<file path="config.mk">
export PLATFORM = sky130hd
export DESIGN_NAME = rbg_periph
export DESIGN_NICKNAME = d
export VERILOG_FILES = /design/src/rtl/rbg_pkg.sv /design/src/rtl/rbg_bitgen.sv /design/src/rtl/rbg_fifo.sv /design/src/rtl/rbg_jdiv.sv /design/src/rtl/rbg_periph.sv
export SDC_FILE = /design/constraint.sdc
export NUM_CORES = 1
export LEC_CHECK = 0
export BUFFER_PORTS_ARGS = -buffer_cell sky130_fd_sc_hd__buf_4
export CAP_MARGIN = 20
export CORE_MARGIN = 2
export CORE_UTILIZATION = 35
export CTS_BUF_LIST = sky130_fd_sc_hd__clkbuf_16
export CTS_CLUSTER_DIAMETER = 50
export DETAILED_ROUTE_END_ITERATION = 16
export PLACE_DENSITY = 0.51
export SYNTH_ARGS = -nofsm -noshare
export SYNTH_HDL_FRONTEND = slang
export SYNTH_SLANG_ARGS = --single-unit
</file>
<file path="constraint.sdc">
create_clock -name clk -period 5.1 [get_ports clk]
set_input_delay 0.255 -clock clk [delete_from_list [all_inputs] [get_ports clk]]
set_output_delay 0.255 -clock clk [all_outputs]
set_load 0.02 [all_outputs]
</file>
<file path="src/rtl/rbg_pkg.sv">
package rbg_pkg;

    localparam int unsigned WORD_W = 32;
    localparam int unsigned THR_W  = 5;
    localparam int unsigned WARM_W = 20;
    localparam int unsigned OSC_N  = 6;
    localparam int unsigned DIV_W  = 8;

    localparam int unsigned IDX_CTRL = 0;
    localparam int unsigned IDX_STAT = 1;
    localparam int unsigned IDX_DATA = 2;
    localparam int unsigned IDX_THR  = 3;
    localparam int unsigned IDX_IOFF = 4;

    localparam logic [THR_W-1:0] THR_RESET = THR_W'(16);

    typedef struct packed {
        logic [OSC_N-1:0] osc_off_b;
        logic [OSC_N-1:0] osc_off_a;
        logic [DIV_W-1:0] div;
        logic             byp_src;
        logic             byp_sel;
        logic             fast;
        logic             run;
    } ctrl_t;

    function automatic logic [WORD_W-1:0] lfsr_step(input logic [WORD_W-1:0] s);
        return s[0] ? ((s >> 1) ^ 32'hA300_0000) : (s >> 1);
    endfunction

endpackage

</file>
<file path="src/rtl/rbg_bitgen.sv">
module rbg_bitgen
    import rbg_pkg::*;
#(
    parameter int unsigned SLOW_PERIOD = 32,
    parameter int unsigned FAST_PERIOD = 16,
    parameter logic [WORD_W-1:0] SEED = 32'h1D87_2B41
) (
    input  logic              clk,
    input  logic              rst_n,
    input  logic              run,
    input  logic              fast,
    input  logic              osc_dead,
    input  logic              warm_load,
    input  logic [WARM_W-1:0] warm_val,
    output logic [WARM_W-1:0] warm,
    output logic              word_vld,
    output logic [WORD_W-1:0] word
);

    localparam int unsigned TICK_W = $clog2(SLOW_PERIOD);

    typedef struct packed {
        logic [WORD_W-1:0] lfsr;
        logic [WARM_W-1:0] warm;
        logic [TICK_W-1:0] tick;
    } gen_t;

    gen_t st_d, st_q;
    logic              active;
    logic [TICK_W-1:0] tick_last;

    always_comb begin
        st_d      = st_q;
        word_vld  = 1'b0;
        active    = run && !osc_dead;
        tick_last = fast ? TICK_W'(FAST_PERIOD - 1) : TICK_W'(SLOW_PERIOD - 1);
        if (warm_load) begin
            st_d.warm = warm_val;
            st_d.tick = '0;
        end else if (active) begin
            st_d.lfsr = lfsr_step(st_q.lfsr);
            if (st_q.warm != '0) begin
                st_d.warm = st_q.warm - 1'b1;
            end else if (st_q.tick >= tick_last) begin
                st_d.tick = '0;
                word_vld  = 1'b1;
            end else begin
                st_d.tick = st_q.tick + 1'b1;
            end
        end
    end

    always_ff @(posedge clk or negedge rst_n) begin
        if (!rst_n) begin
            st_q <= '{lfsr: SEED, warm: '0, tick: '0};
        end else begin
            st_q <= st_d;
        end
    end

    assign warm = st_q.warm;
    assign word = st_q.lfsr;

endmodule

</file>
<file path="src/rtl/rbg_fifo.sv">
module rbg_fifo #(
    parameter int unsigned DEPTH = 16,
    parameter int unsigned WIDTH = 32,
    localparam int unsigned PTR_W = (DEPTH > 1) ? $clog2(DEPTH) : 1,
    localparam int unsigned CNT_W = $clog2(DEPTH + 1)
) (
    input  logic             clk,
    input  logic             rst_n,
    input  logic             push,
    input  logic [WIDTH-1:0] wdata,
    input  logic             pop,
    output logic [WIDTH-1:0] head,
    output logic [CNT_W-1:0] count
);

    typedef struct packed {
        logic [PTR_W-1:0] wr;
        logic [PTR_W-1:0] rd;
        logic [CNT_W-1:0] cnt;
    } ptr_t;

    ptr_t st_d, st_q;
    logic push_ok, pop_ok;
    logic [WIDTH-1:0] mem_q [DEPTH];

    function automatic logic [PTR_W-1:0] bump(input logic [PTR_W-1:0] p);
        return (p == PTR_W'(DEPTH - 1)) ? '0 : p + 1'b1;
    endfunction

    always_comb begin
        st_d    = st_q;
        push_ok = push && (st_q.cnt < CNT_W'(DEPTH));
        pop_ok  = pop && (st_q.cnt != '0);
        if (push_ok) st_d.wr = bump(st_q.wr);
        if (pop_ok)  st_d.rd = bump(st_q.rd);
        case ({push_ok, pop_ok})
            2'b10:   st_d.cnt = st_q.cnt + 1'b1;
            2'b01:   st_d.cnt = st_q.cnt - 1'b1;
            default: st_d.cnt = st_q.cnt;
        endcase
    end

    always_ff @(posedge clk or negedge rst_n) begin
        if (!rst_n) begin
            st_q <= '0;
        end else begin
            st_q <= st_d;
        end
    end

    always_ff @(posedge clk) begin
        if (push_ok) mem_q[st_q.wr] <= wdata;
    end

    assign head  = mem_q[st_q.rd];
    assign count = st_q.cnt;

endmodule

</file>
<file path="src/rtl/rbg_jdiv.sv">
module rbg_jdiv
    import rbg_pkg::*;
(
    input  logic             clk,
    input  logic             rst_n,
    input  logic             byp_sel,
    input  logic             byp_src,
    input  logic [DIV_W-1:0] div,
    output logic             tick
);

    localparam int unsigned CNT_W = DIV_W + 1;

    logic [CNT_W-1:0] cnt_d, cnt_q;
    logic [CNT_W-1:0] lim;
    logic             divided;

    always_comb begin
        lim     = {div, 1'b1};
        divided = byp_sel && byp_src;
        if (!divided)          cnt_d = '0;
        else if (cnt_q >= lim) cnt_d = '0;
        else                   cnt_d = cnt_q + 1'b1;
        tick = byp_sel && (!byp_src || (cnt_q >= lim));
    end

    always_ff @(posedge clk or negedge rst_n) begin
        if (!rst_n) cnt_q <= '0;
        else        cnt_q <= cnt_d;
    end

endmodule

</file>
<file path="src/rtl/rbg_periph.sv">
module rbg_periph
    import rbg_pkg::*;
#(
    parameter int unsigned ADDR_W      = 5,
    parameter int unsigned DEPTH       = 16,
    parameter int unsigned SLOW_PERIOD = 32,
    parameter int unsigned FAST_PERIOD = 16
) (
    input  logic              clk,
    input  logic              rst_n,
    input  logic [ADDR_W-1:0] bus_addr,
    input  logic              bus_we,
    input  logic              bus_re,
    input  logic [31:0]       bus_wdata,
    output logic [31:0]       bus_rdata,
    output logic              jitter_en,
    output logic              irq
);

    localparam int unsigned IDX_W = ADDR_W - 2;
    localparam int unsigned CNT_W = $clog2(DEPTH + 1);

    typedef struct packed {
        ctrl_t            ctrl;
        logic [THR_W-1:0] thr;
        logic             irq_off;
    } regs_t;

    regs_t             rg_d, rg_q;
    logic [IDX_W-1:0]  reg_idx;
    logic              warm_load;
    logic [WARM_W-1:0] warm_cur;
    logic              word_vld;
    logic [WORD_W-1:0] word;
    logic              data_pop;
    logic [WORD_W-1:0] fifo_head;
    logic [CNT_W-1:0]  fifo_cnt;
    logic              gen_run;
    logic              osc_dead;
    logic              irq_off;
    logic              unused_bits;

    assign reg_idx     = bus_addr[ADDR_W-1:2];
    assign unused_bits = ^{bus_addr[1:0], bus_wdata[31:28]};

    always_comb begin
        rg_d      = rg_q;
        warm_load = 1'b0;
        if (bus_we) begin
            if (reg_idx == IDX_W'(IDX_CTRL)) begin
                rg_d.ctrl.osc_off_b = bus_wdata[27:22];
                rg_d.ctrl.osc_off_a = bus_wdata[21:16];
                rg_d.ctrl.div       = bus_wdata[15:8];
                rg_d.ctrl.byp_src   = bus_wdata[5];
                rg_d.ctrl.byp_sel   = bus_wdata[4];
                rg_d.ctrl.fast      = bus_wdata[1];
                rg_d.ctrl.run       = bus_wdata[0];
            end
            if (reg_idx == IDX_W'(IDX_STAT)) warm_load = 1'b1;
            if (reg_idx == IDX_W'(IDX_THR))  rg_d.thr = bus_wdata[THR_W-1:0];
            if (reg_idx == IDX_W'(IDX_IOFF)) rg_d.irq_off = bus_wdata[0];
        end
    end

    always_ff @(posedge clk or negedge rst_n) begin
        if (!rst_n) begin
            rg_q <= '{ctrl: '0, thr: THR_RESET, irq_off: 1'b0};
        end else begin
            rg_q <= rg_d;
        end
    end

    assign gen_run  = rg_q.ctrl.run;
    assign osc_dead = &{rg_q.ctrl.osc_off_b, rg_q.ctrl.osc_off_a};
    assign irq_off  = rg_q.irq_off;
    assign data_pop = bus_re && (reg_idx == IDX_W'(IDX_DATA));

    rbg_bitgen #(
        .SLOW_PERIOD(SLOW_PERIOD),
        .FAST_PERIOD(FAST_PERIOD)
    ) i_bitgen (
        .clk      (clk),
        .rst_n    (rst_n),
        .run      (gen_run),
        .fast     (rg_q.ctrl.fast),
        .osc_dead (osc_dead),
        .warm_load(warm_load),
        .warm_val (bus_wdata[WARM_W-1:0]),
        .warm     (warm_cur),
        .word_vld (word_vld),
        .word     (word)
    );

    rbg_fifo #(
        .DEPTH(DEPTH),
        .WIDTH(WORD_W)
    ) i_fifo (
        .clk  (clk),
        .rst_n(rst_n),
        .push (word_vld),
        .wdata(word),
        .pop  (data_pop),
        .head (fifo_head),
        .count(fifo_cnt)
    );

    rbg_jdiv i_jdiv (
        .clk    (clk),
        .rst_n  (rst_n),
        .byp_sel(rg_q.ctrl.byp_sel),
        .byp_src(rg_q.ctrl.byp_src),
        .div    (rg_q.ctrl.div),
        .tick   (jitter_en)
    );

    always_comb begin
        bus_rdata = '0;
        if (reg_idx == IDX_W'(IDX_CTRL)) begin
            bus_rdata[27:22] = rg_q.ctrl.osc_off_b;
            bus_rdata[21:16] = rg_q.ctrl.osc_off_a;
            bus_rdata[15:8]  = rg_q.ctrl.div;
            bus_rdata[5]     = rg_q.ctrl.byp_src;
            bus_rdata[4]     = rg_q.ctrl.byp_sel;
            bus_rdata[1]     = rg_q.ctrl.fast;
            bus_rdata[0]     = rg_q.ctrl.run;
        end
        if (reg_idx == IDX_W'(IDX_STAT)) begin
            bus_rdata[31:24]       = 8'(fifo_cnt);
            bus_rdata[WARM_W-1:0]  = warm_cur;
        end
        if (reg_idx == IDX_W'(IDX_DATA)) begin
            bus_rdata = (fifo_cnt != '0) ? fifo_head : '0;
        end
        if (reg_idx == IDX_W'(IDX_THR))  bus_rdata[THR_W-1:0] = rg_q.thr;
        if (reg_idx == IDX_W'(IDX_IOFF)) bus_rdata[0] = rg_q.irq_off;
    end

    assign irq = (8'(fifo_cnt) >= 8'(rg_q.thr)) && !rg_q.irq_off;

endmodule

</file>
After elaboration in Yosys (flattened, before gate mapping):

Memory sizes are Yosys's and may differ from the RTL's.
Cells that the tools add are included.

* add/subtract/negate cells: 7
* $lt $le $gt $ge: 4
* equal/unequal tests: 9
* muxes and demuxes: 29
* bitwise logic cells: 2
* reduce and logical (&&, ||, !) cells: 24

Operators with widths (count)
* 32-bit two-way mux: 3
* 20-bit two-way mux: 3
* 25-bit two-way mux: 2
* 5-bit two-way mux: 5
* 20-bit nonzero test: 1
* 20-bit by 1-bit subtractor with 20-bit output (second input constant): 1
* 9-bit two-way mux: 2
* 12-bit AND reduction: 1
* 2-bit AND reduction: 6
* 5-bit by 1-bit adder with 5-bit output (second input constant): 2
* 5-bit greater-or-equal comparator: 2
* 5-bit case mux with 2 select lines: 1
* 9-bit by 1-bit adder with 9-bit output (second input constant): 1
* 9-bit greater-or-equal comparator: 1
* 1-bit two-way mux: 9
* 4-bit by 1-bit adder with 4-bit output (second input constant): 2
* 4-bit == test (second input constant): 2
* 4-bit two-way mux: 2
* 1-bit logical AND: 7
* 3-bit by 2-bit == test with 1-bit output (second input constant): 2
* 2-bit nonzero test: 3
* 5-bit < comparator (second input constant): 1
* 5-bit nonzero test: 1
* 5-bit by 1-bit subtractor with 5-bit output (second input constant): 1
* 11 further kinds: 14

* flip-flop bits (word level): 109
* RAM bits: 512
* input port bits: 41
* memories: 1

Memory list
* i_fifo.mem_q: depth 16, width 32, read ports 1, clocked after Yosys merged registers in 0, write ports 1, line rbg_fifo.sv:24 `logic [WIDTH-1:0] mem_q [DEPTH];`

Depth between registers and ports, before layout:

Gate-level depths: netlist of run 1.

* depth in word-level cells: 9
* gate-level depth with buffers: 17

Hierarchy:

A second synthesis of run 1 with hierarchy kept.

* cell total of the unflattened synthesis: 1591
* area total of the unflattened synthesis: 26618.0 sq um

Modules (own cells, without submodules)
* rbg_fifo: times used 1, cells an instance 982, area each 20534.7 sq um, seq. area each 15700.1 sq um
* rbg_bitgen: times used 1, cells an instance 300, area each 3243.1 sq um, seq. area each 1443.9 sq um
* rbg_periph: times used 1, cells an instance 243, area each 2175.8 sq um, seq. area each 752.0 sq um
* rbg_jdiv: times used 1, cells an instance 66, area each 664.4 sq um, seq. area each 225.2 sq um

Worst setup path after synthesis of run 1:

No wires, ideal clock.

* kind: register to register
* start: reg i_bitgen.st_q (netlist bit i_bitgen.warm[2])
* end: mem i_fifo.mem_q[3][0] (enable)
* library setup time: 0.502 ns
* arrival time: 4.667 ns
* path slack: -0.069 ns
* cell stages (with the launch flop): 8
* buffers on the path: 1
* cells stage by stage: dfrtp_1 > or4_4 > nor2_2 > and4_1 > and2_1 > buf_6 > inv_4 > nor4_1

* word-level cells in the longest chain between the ends: 7

RTL lines
* from (decl): line rbg_bitgen.sv:28 `gen_t st_d, st_q;`
* from (signal assigned): line rbg_bitgen.sv:55 `st_q <= '{lfsr: SEED, warm: '0, tick: '0};`
* from (signal assigned): line rbg_bitgen.sv:57 `st_q <= st_d;`
* 20-bit nonzero test: line rbg_bitgen.sv:42 `if (st_q.warm != '0) begin`
* 1-bit two-way mux: line rbg_bitgen.sv:42
* 1-bit two-way mux: line rbg_bitgen.sv:40 `end else if (active) begin`
* 1-bit two-way mux: line rbg_bitgen.sv:37 `if (warm_load) begin`
* 1-bit logical AND: line rbg_fifo.sv:32 `push_ok = push && (st_q.cnt < CNT_W'(DEPTH));`
* 1-bit two-way mux: line rbg_fifo.sv:52 `if (push_ok) mem_q[st_q.wr] <= wdata;`
* 1-bit two-way mux (not written as such): line rbg_fifo.sv:52
* to (decl): line rbg_fifo.sv:24

No other way between the ends.

Worst setup path in the final report of run 1:

* start: reg i_fifo.st_q[5] in the netlist's numbering
* end: out bus_rdata[0]

* word-level cells in the longest chain between the ends: 5

RTL lines
* from (decl): line rbg_fifo.sv:22 `ptr_t st_d, st_q;`
* from (signal assigned): line rbg_fifo.sv:47 `st_q <= st_d;`
* memory read 16 x 32 bit
* 32-bit two-way mux: line rbg_periph.sv:132 `bus_rdata = (fifo_cnt != '0) ? fifo_head : '0;`
* 32-bit two-way mux: line rbg_periph.sv:131 `if (reg_idx == IDX_W'(IDX_DATA)) begin`
* 5-bit two-way mux: line rbg_periph.sv:134 `if (reg_idx == IDX_W'(IDX_THR)) bus_rdata[THR_W-1:0] = rg_q.thr;`
* 1-bit two-way mux: line rbg_periph.sv:135 `if (reg_idx == IDX_W'(IDX_IOFF)) bus_rdata[0] = rg_q.irq_off;`
* to (decl): line rbg_periph.sv:15 `output logic [31:0] bus_rdata,`

No other way between the ends.

==> results.cfg, run 1 <==
[run_status]
outcome = complete, no violations

[logic_synthesis]
synth-edff-count = 512
synthAdderAreaFrac_pct = 1.342
yosys_warnings = 0
muxShareOfSynthArea_pct = 16.63
ys_types = 63
synthXorXnorAreaFrac_pct = 1.287
synth-simple-area-share_pct = 3.438
synth_cells = 1302
avgSynthCellArea_um2 = 19.34
synthArstFlopShare_pct = 17.55
syn_nets = 1370
synth_common_cells = edfxtp_1 (512), mux4_2 (157), dfrtp_1 (94)
yosysSeqAreaShare_pct = 71.96
synth_area_leaders = edfxtp_1 (61%), mux4_2 (14%), dfrtp_1 (9.3%)
yosysTopAreaCell = edfxtp_1
netlist.area_leader.share_pct = 61.06
synth_compound_area_share_pct = 3.364
synth_area_um2 = 25180
synth_most_common_cell = edfxtp_1
synth_top_family_by_area = multiplexers
ys.flop_type = edfxtp_1
synth_seq_cells = 621

[hold_path]
hold_end = irq_off
whs_path_depth = 3
min_from = bus_we
min_path_type = input pin to flip-flop

[clock_tree]
cts_tree = done
post-cts-setup-buffers = 0
ctsResizeCount = 0
cts_buffers = 71
clock-sinks = 621
clk_latency_ps = 610
clkSlewWorstSetupHoldPaths_ps = 60
clock_path_buffers = 3
root_buffer = clkbuf_16
htreeDepth = 3
cts_hold_buffers = 30

[finish]
fillers = 6405
fin_cells = 2461
multiInputGateArea_um2 = 6665
area_delta_synth_final_pct = 17.54
antenna_cells = 0
seq_area_um2 = 18130
fin_nets = 1521
drive_gt1_share_pct = 31.30

[global_route]
grt_pass1_vias = 13350
grt.overflow.total = 0
antenna_found_initial = 1
grt_use_total_pct = 17.48
grt_max_degree = 64
grt_pass1_wl_mm = 93.42

[floorplan]
start_util_pct = 35.29
dieHeight_um = 272.2
placementRows = 98
core_area_um2 = 71360
io_pins = 75
dieWidth_um = 272.2
dieArea_um2 = 74110

[timing]
hold_viol = 0
finalClockSkew_ps = 17.96
grt_setup_unrepaired = no
tightest_slew_ps = 1304
finalSetupViolCount = 0
hold-worst-slack_ps = 107.5
period_share_pct = 83.69
min_period_ps = 4268
drv_slew = 0
max_freq_ghz = 0.2343
max_slew_margin_pct = 12.15

[critical_path]
crit_path_end_kind = primary output
rrSetupSlack_ps = 1240
critPathLaunchType = flip-flop
rr_endpoint = i_fifo.count[4]
arrival_ps = 4010
worstPathRequired_ps = 4850
r2r-start = i_bitgen.warm[11]
r2r_cells = 14
worstSetupPathType = flip-flop to primary output
cp_max_fo = 31

[drt]
drtIter0Drc = 1174
wirelength_mm = 63.76
dr.pass1.iters = 6
drtAntennaViolNets = 0
avgViaCountPerCell = 5.349
wl_per_cell_um = 25.91
drc = 0
vias = 13160

[power]
ir_drop_v = 0.0002039
power_density_nw_per_um2 = 408.5
p_leak_uw = 0.01148

[place]
io_buffer_count = 68
gp_congestion = 0.8097
dpl.cell_count = 2300
dp_hpwl_mm = 36.90

[flow_run]
cap_violations = 0
## cells by family (layout without fill, tap and decap cells)
| logic type | count (synthesis) | after routing |
|---|---|---|
| AO/OA/AOI/OAI | 124 | 124 |
| XOR/XNOR | 37 | 37 |
| adder cells (fa/ha/maj) | 27 | 27 |
| buffers and inverters | 112 | 321 |
| flip-flops | 621 | 621 |
| multiplexers | 215 | 215 |
| AND/OR/NAND/NOR | 166 | 166 |
## power by group
part | switching [µW] | leakage (µW) | internal, µW | total, µW
Combinational | 722 | 0.00304 | 662 | 1380
Sequential | 317 | 0.00730 | 5550 | 5870
Clock | 2050 | 0.00113 | 2790 | 4840
Total | 3090 | 0.0115 | 9010 | 12100
## how the worst max path moves through the flow
stage	startpoint	end	slack, ps
6_report	i_fifo.st_q[5]	bus_rdata[0]	830
5_1_grt	i_fifo.st_q[5]	bus_rdata[27]	710
4_1_cts	i_fifo.st_q[5]	bus_rdata[27]	830
3_5_place_dp	i_bitgen.warm[11]	i_fifo.count[4]	1280
3_3_place_gp	i_bitgen.warm[11]	i_fifo.count[4]	1290
2_1_floorplan	i_bitgen.warm[2]	i_fifo.mem_q[3][0]	-70
## sequential cells by signal, indices dropped and copies added, names as in the netlist
signal / count
irq_off: 1
i_jdiv.cnt_q: 9
i_fifo.count: 5
rg_q: 28
i_fifo.st_q: 8
gen_run: 1
i_fifo.mem_q: 512
i_bitgen.word: 32
i_bitgen.warm: 20
i_bitgen.st_q: 5
## cells in the final DEF, fill, tap and decap left out, types with 5 or more instances in the layout
master         synthesis  final
edfxtp_1             512    512
mux4_2               157    157
buf_4                  4    107
dfrtp_1               94     90
clkbuf_16              0     74
inv_1                 46     61
mux2_2                56     56
nand2_1               49     49
o21ai_0               41     41
nor2_1                36     32
dlygate4sd3_1          0     30
ha_1                  27     27
xor2_1                20     20
clkinv_1               0     18
xnor2_1               17     17
a222oi_1              17     17
a21oi_1               16     16
dfstp_2               15     15
nand3_1               14     14
nand4_1                8      8
a22o_1                 8      8
clkinv_2               0      8
a21o_1                 7      7
and2_1                10      6
o21ai_1                6      6
nor4_2                 3      6
nor3_1                11      6
nor3_2                 1      6
and3_1                 5      5
nand2b_1               5      5
clkinvlp_4             0      5
inv_6                  0      5
buf_12                 0      5
## layout make-up
type	count	share of cell area, %
inverter	47	0.6045
clock inverter	57	1.247
clock buffer	74	6.256
tap	950	4.016
sequential	621	61.25
multi-input combinational	569	22.52
timing repair buffer	143	4.105
## worst max-delay path, stage by stage, from the launching register on
cell	delay (ps)
dfrtp_4	890
mux4_2	580
o22ai_1	180
a311oi_1	70
o21ai_0	1030
o221ai_1	290
o311a_1	190
buf_4	160
## layer usage
| metal | GRT usage [%] | up-vias | part of all wire [%] |
|---|---|---|---|
| met5 | 0 | - | 0 |
| met3 | 3.870 | 95 | 5.7 |
| met2 | 27.08 | 356 | 47 |
| li1 | - | 5584 | - |
| met1 | 25.18 | 7128 | 45 |
| met4 | 4.208 | 0 | 2.0 |
## metrics by stage
| step | setup TNS [ps] | instance area, µm² | util (%) | setup WS [ps] | total power, µW |
|---|---|---|---|---|---|
| floorplan | -8756 | 25180 | - | -68.58 | 6939 |
| global placement | 0 | 27080 | 37.94 | 1290 | 7372 |
| detailed placement | 0 | 27080 | 37.94 | 1284 | 7382 |
| CTS | 0 | 29600 | 41.48 | 825.2 | 12260 |
| global route | 0 | 29600 | 41.48 | 712.4 | 12590 |
| finish | 0 | 29600 | 41.48 | 831.6 | 12090 |
(Power assumes the default switching activity.)
==> inputs of run 2 (changes only) <==
--- a/config.mk
+++ b/config.mk
@@ -12,7 +12,7 @@
 export CTS_BUF_LIST = sky130_fd_sc_hd__clkbuf_16
 export CTS_CLUSTER_DIAMETER = 50
 export DETAILED_ROUTE_END_ITERATION = 16
-export PLACE_DENSITY = 0.51
+export PLACE_DENSITY = 0.49
 export SYNTH_ARGS = -nofsm -noshare
 export SYNTH_HDL_FRONTEND = slang
 export SYNTH_SLANG_ARGS = --single-unit
==> constraint.sdc (replaced) <==
create_clock -name clk -period 4.5 [get_ports clk]
set_input_delay 0.225 -clock clk [delete_from_list [all_inputs] [get_ports clk]]
set_output_delay 0.225 -clock clk [all_outputs]
set_load 0.02 [all_outputs]
==> results.cfg, run 2 (synthesis results as in run 1) <==
[critical_path]
worstSetupPathType = flip-flop to primary output
crit_path_end_kind = primary output
slowest_stage = dfrtp_4
critPathLaunchType = flip-flop
critPathBufInv = 3
max_stage_delay_ps = 650
path_cells = buf_12 > mux4_2 > mux4_2 > a222oi_1 > inv_1 > buf_4
worstPathRequired_ps = 4280
critPathTopFamily = multiplexers
cp_max_fo = 50
arrival_ps = 3560
cp_common_cell = mux4_2

[global_route]
grt_max_degree = 72
grt_use_total_pct = 17.22
antenna_found_initial = 0
grt_pass1_vias = 13430
grt.overflow.total = 0
grt_pass1_wl_mm = 92.08

[drt]
drtIter0Drc = 1062
wl_per_cell_um = 25.66
vias = 12960
dr.pass1.iters = 6
avgViaCountPerCell = 5.280
drc = 0
drtAntennaViolNets = 0
wirelength_mm = 63.00

[place]
place_area_um2 = 27130
io_buffer_count = 68
dpl.cell_count = 2297
gp_congestion = 0.8065
dp_hpwl_mm = 35.23

[clock_tree]
clock_path_buffers = 3
root_buffer = clkbuf_16
cts_tree = done
htreeDepth = 3
ctsResizeCount = 0
clkSlewWorstSetupHoldPaths_ps = 60
cts_hold_buffers = 30
post-cts-setup-buffers = 0
clock-sinks = 621
clk_latency_ps = 610
cts_buffers = 71

[power]
pwr-share-seq_pct = 48.7
pwr-share-clk_pct = 38.9
internal-power_uw = 10050
power_density_nw_per_um2 = 456.8
switching_share_pct = 25.56
ir_drop_v = 0.0003138
p_comb_share_pct = 12.3
p_leak_uw = 0.01145
switchingPower_uw = 3450

[floorplan]
dieHeight_um = 272.2
start_util_pct = 35.29
placementRows = 98
dieArea_um2 = 74110
core_area_um2 = 71360
dieWidth_um = 272.2
io_pins = 75

[timing]
grt_setup_unrepaired = no
finalClockSkew_ps = 33.93
drv_slew = 0
max_freq_ghz = 0.2642
hold_viol = 0
min_period_ps = 3785
tightest_slew_ps = 800.8
max_slew_margin_pct = 46.61
period_share_pct = 84.10
finalSetupViolCount = 0

[finish]
antenna_cells = 0
largest_reg_flops = 512
regMostFlops = i_fifo.mem_q
mostFrequentLayoutCells = edfxtp_1 (512), mux4_2 (157), buf_4 (98)
fin_util_pct = 41.41
area_delta_synth_final_pct = 17.36
fin_nets = 1518
drive_gt1_share_pct = 30.76
fin_cells = 2455
fin_area_um2 = 29550
layout_commonest_cell = edfxtp_1

[run_status]
outcome = complete, no violations

[flow_run]
cap_violations = 0

[hold_path]
min_path_type = input pin to flip-flop
-- run 2: cell count changes in the layout (fill, tap and decap cells not counted), sizes merged --
cell,previous run,this run
buf,113,110
clkinv,29,27
inv,67,70
bufinv,3,0
clkinvlp,5,4
-- run 2: power groups by stage --
stage / Sequential (µW) / Clock [µW] / Combinational (µW)
after floorplan: 6520 / 0 / 1340
after global placement: 6700 / 0 / 1680
after detailed placement: 6700 / 0 / 1690
after CTS: 6590 / 5400 / 1710
after global routing: 6610 / 5650 / 1820
final: 6580 / 5260 / 1660
-- run 2: area by class of cell --
cell class | count | area (µm²)
clock buffer | 74 | 1852
clock inverter | 54 | 275.3
sequential | 621 | 18130
inverter | 47 | 178.9
timing repair buffer | 140 | 1262
tap | 950 | 1189
multi-input combinational | 569 | 6665
fill | 6382 | 41810
-- run 2: worst paths after layout --
kind,depth (start not counted),slack (ps),to,startpoint
min in group asynchronous,2,220,i_jdiv.cnt_q[8],rst_n
hold reg to reg,1,480,i_bitgen.st_q[4],i_bitgen.st_q[4]
setup reg to reg,14,880,i_fifo.count[4],i_bitgen.warm[2]
max in group asynchronous,3,3130,i_fifo.st_q[6],rst_n
hold / removal,3,70,irq_off,bus_we
setup / recovery,6,720,bus_rdata[27],i_fifo.st_q[5]
-- run 2: worst register-to-register path, delay by kind of cell (launching register included) --
kind	cells	cell delay (ps)
compound gates	3	530
simple gates	5	1410
xor+xnor	3	510
buf+inv	1	110
flops	1	430
fa+ha+maj	2	530
-- run 2: metrics by stage --
stage | setup WS (ps) | hold WS [ps] | power, µW | TNS, ps
detailed placement | 903.2 | 306.7 | 8387 | 0
CTS | 585.0 | 33.06 | 13700 | 0
floorplan | -668.6 | -70.59 | 7865 | -85560
global placement | 903.7 | 308.6 | 8376 | 0
finish | 715.4 | 70.74 | 13500 | 0
global route | 515.4 | 54.38 | 14080 | 0
-- run 2: metal layers --
layer  global-route usage, %  up-vias  routed length (µm)
met1                   24.92     6980               29310
met3                   3.156      102                2795
met5                       0        -                   0
met4                   4.757        0                1528
li1                        -     5577                   -
met2                   26.76      304               29360
==> inputs of run 3 (changes only) <==
==> constraint.sdc (replaced) <==
create_clock -name clk -period 3.5 [get_ports clk]
set_input_delay 0.175 -clock clk [delete_from_list [all_inputs] [get_ports clk]]
set_output_delay 0.175 -clock clk [all_outputs]
set_load 0.02 [all_outputs]
==> results.cfg, run 3 (synthesis results as in run 1) <==
[run_status]
outcome = complete, no violations

[finish]
largest_reg_flops = 512
area_delta_synth_final_pct = 20.36
fin_nets = 1554
layout_commonest_cell = edfxtp_1
fin_cells = 2497
regMostFlops = i_fifo.mem_q
mostFrequentLayoutCells = edfxtp_1 (512), mux4_2 (157), buf_4 (114)
drive_gt1_share_pct = 33.29
antenna_cells = 0

[timing]
finalSetupViolCount = 0
grt_setup_unrepaired = no
hold-worst-slack_ps = 37.72
max_slew_margin_pct = 29.05
min_period_ps = 3412
period_share_pct = 97.49
max_freq_ghz = 0.2931
drv_slew = 0
finalClockSkew_ps = 21.90
hold_viol = 0
tightest_slew_ps = 1064

[global_route]
grt_util_met1_pct = 25.11
grt_pass1_vias = 13680
grt.overflow.total = 0
grt_use_met2_pct = 28.32
use_met3_pct = 3.641
grt_max_degree = 57
antenna_found_initial = 0
grt_use_total_pct = 17.89
grt_pass1_wl_mm = 95.44
top_usage_layer = met2

[critical_path]
worstPathRequired_ps = 3320
cp_max_fo = 12
r2r-start = i_bitgen.warm[3]
worstSetupPathType = flip-flop to primary output
r2r_cells = 14
rr_endpoint = i_fifo.count[4]
rrSetupSlack_ps = 290
critPathLaunchType = flip-flop
arrival_ps = 3240
crit_path_end_kind = primary output

[power]
ir_drop_v = 0.0003579
power_density_nw_per_um2 = 604.3
p_leak_uw = 0.01177
power_uw = 18320

[floorplan]
io_pins = 75
dieArea_um2 = 74110
placementRows = 98
dieHeight_um = 272.2
start_util_pct = 35.29
dieWidth_um = 272.2
core_area_um2 = 71360

[clock_tree]
root_buffer = clkbuf_16
clk_latency_ps = 610
htreeDepth = 3
cts_buffers = 74
cts_tree = done
clock_path_buffers = 3
clkSlewWorstSetupHoldPaths_ps = 60
clock-sinks = 621

[drt]
dr.pass1.iters = 5
drtIter0Drc = 1319
wl_per_cell_um = 26.04
avgViaCountPerCell = 5.277
vias = 13180
wirelength_mm = 65.02
drtAntennaViolNets = 0
drc = 0

[hold_path]
min_from = bus_we
whs_path_depth = 3
min_path_type = input pin to flip-flop
hold_end = irq_off

[place]
dp_hpwl_mm = 36.36
dpl.cell_count = 2319
io_buffer_count = 68
gp_congestion = 0.8054

[flow_run]
cap_violations = 0
[run 3: final cells by class]
type	count	area [µm²]
clock buffers	77	1927
repair buffers	173	1727
well taps	950	1189
multi-input cells	569	6700
fillers	6315	41050
flip-flops and latches	621	18130
inverters	47	178.9
clock inverters	60	456.7
[run 3: worst max-delay path, stage by stage, from the launching register on]
cell      delay, ps
dfrtp_4         490
buf_12          160
buf_4           140
buf_12          150
buf_12          130
mux4_2          400
mux4_2          560
a222oi_1        340
inv_1           110
buf_6           150
[run 3: layer usage]
layer | share of wire, % | wire length (µm)
met1 | 45 | 29470
met2 | 47 | 30750
met3 | 4.8 | 3100
met4 | 2.6 | 1703
met5 | 0 | 0
[run 3: worst max-delay path by stage]
stage | start | cells after the start | to | slack [ps]
finish | i_fifo.st_q[5] | 9 | bus_rdata[15] | 90
global route | i_fifo.st_q[5] | 9 | bus_rdata[10] | 3
CTS | i_fifo.st_q[6] | 7 | bus_rdata[30] | 70
detailed placement | i_bitgen.warm[3] | 14 | i_fifo.count[4] | 300
global placement | i_bitgen.warm[3] | 14 | i_fifo.count[4] | 260
floorplan | i_bitgen.warm[2] | 5 | i_fifo.mem_q[4][0] | -680
[run 3: timing repair]
action                     in CTS  in global routing
setup buffers                   6                  5
setup endpoints to repair      28                  2
pin swaps                       0                  1
hold buffers                   30                  0
gates resized for setup         0                  2
hold endpoints to repair       93                  0
[run 3: through the flow]
stage               worst slack, ps  TNS [ps]  instance area [µm²]  utilization, %
floorplan                    -682.5   -129290                25210               -
global placement              264.9         0                27490           38.52
detailed placement            300.4         0                27490           38.52
CTS                           74.62         0                30250           42.39
global route                  2.670         0                30310           42.47
finish                        87.94         0                30310           42.47
[run 3: where the power goes]
group          internal (µW)  total (µW)  leakage [µW]  switching, µW
clock network           4320        7400       0.00120           3080
logic                   1240        2550       0.00326           1310
registers               8100        8370       0.00730            274
total                  13700       18300        0.0118           4660
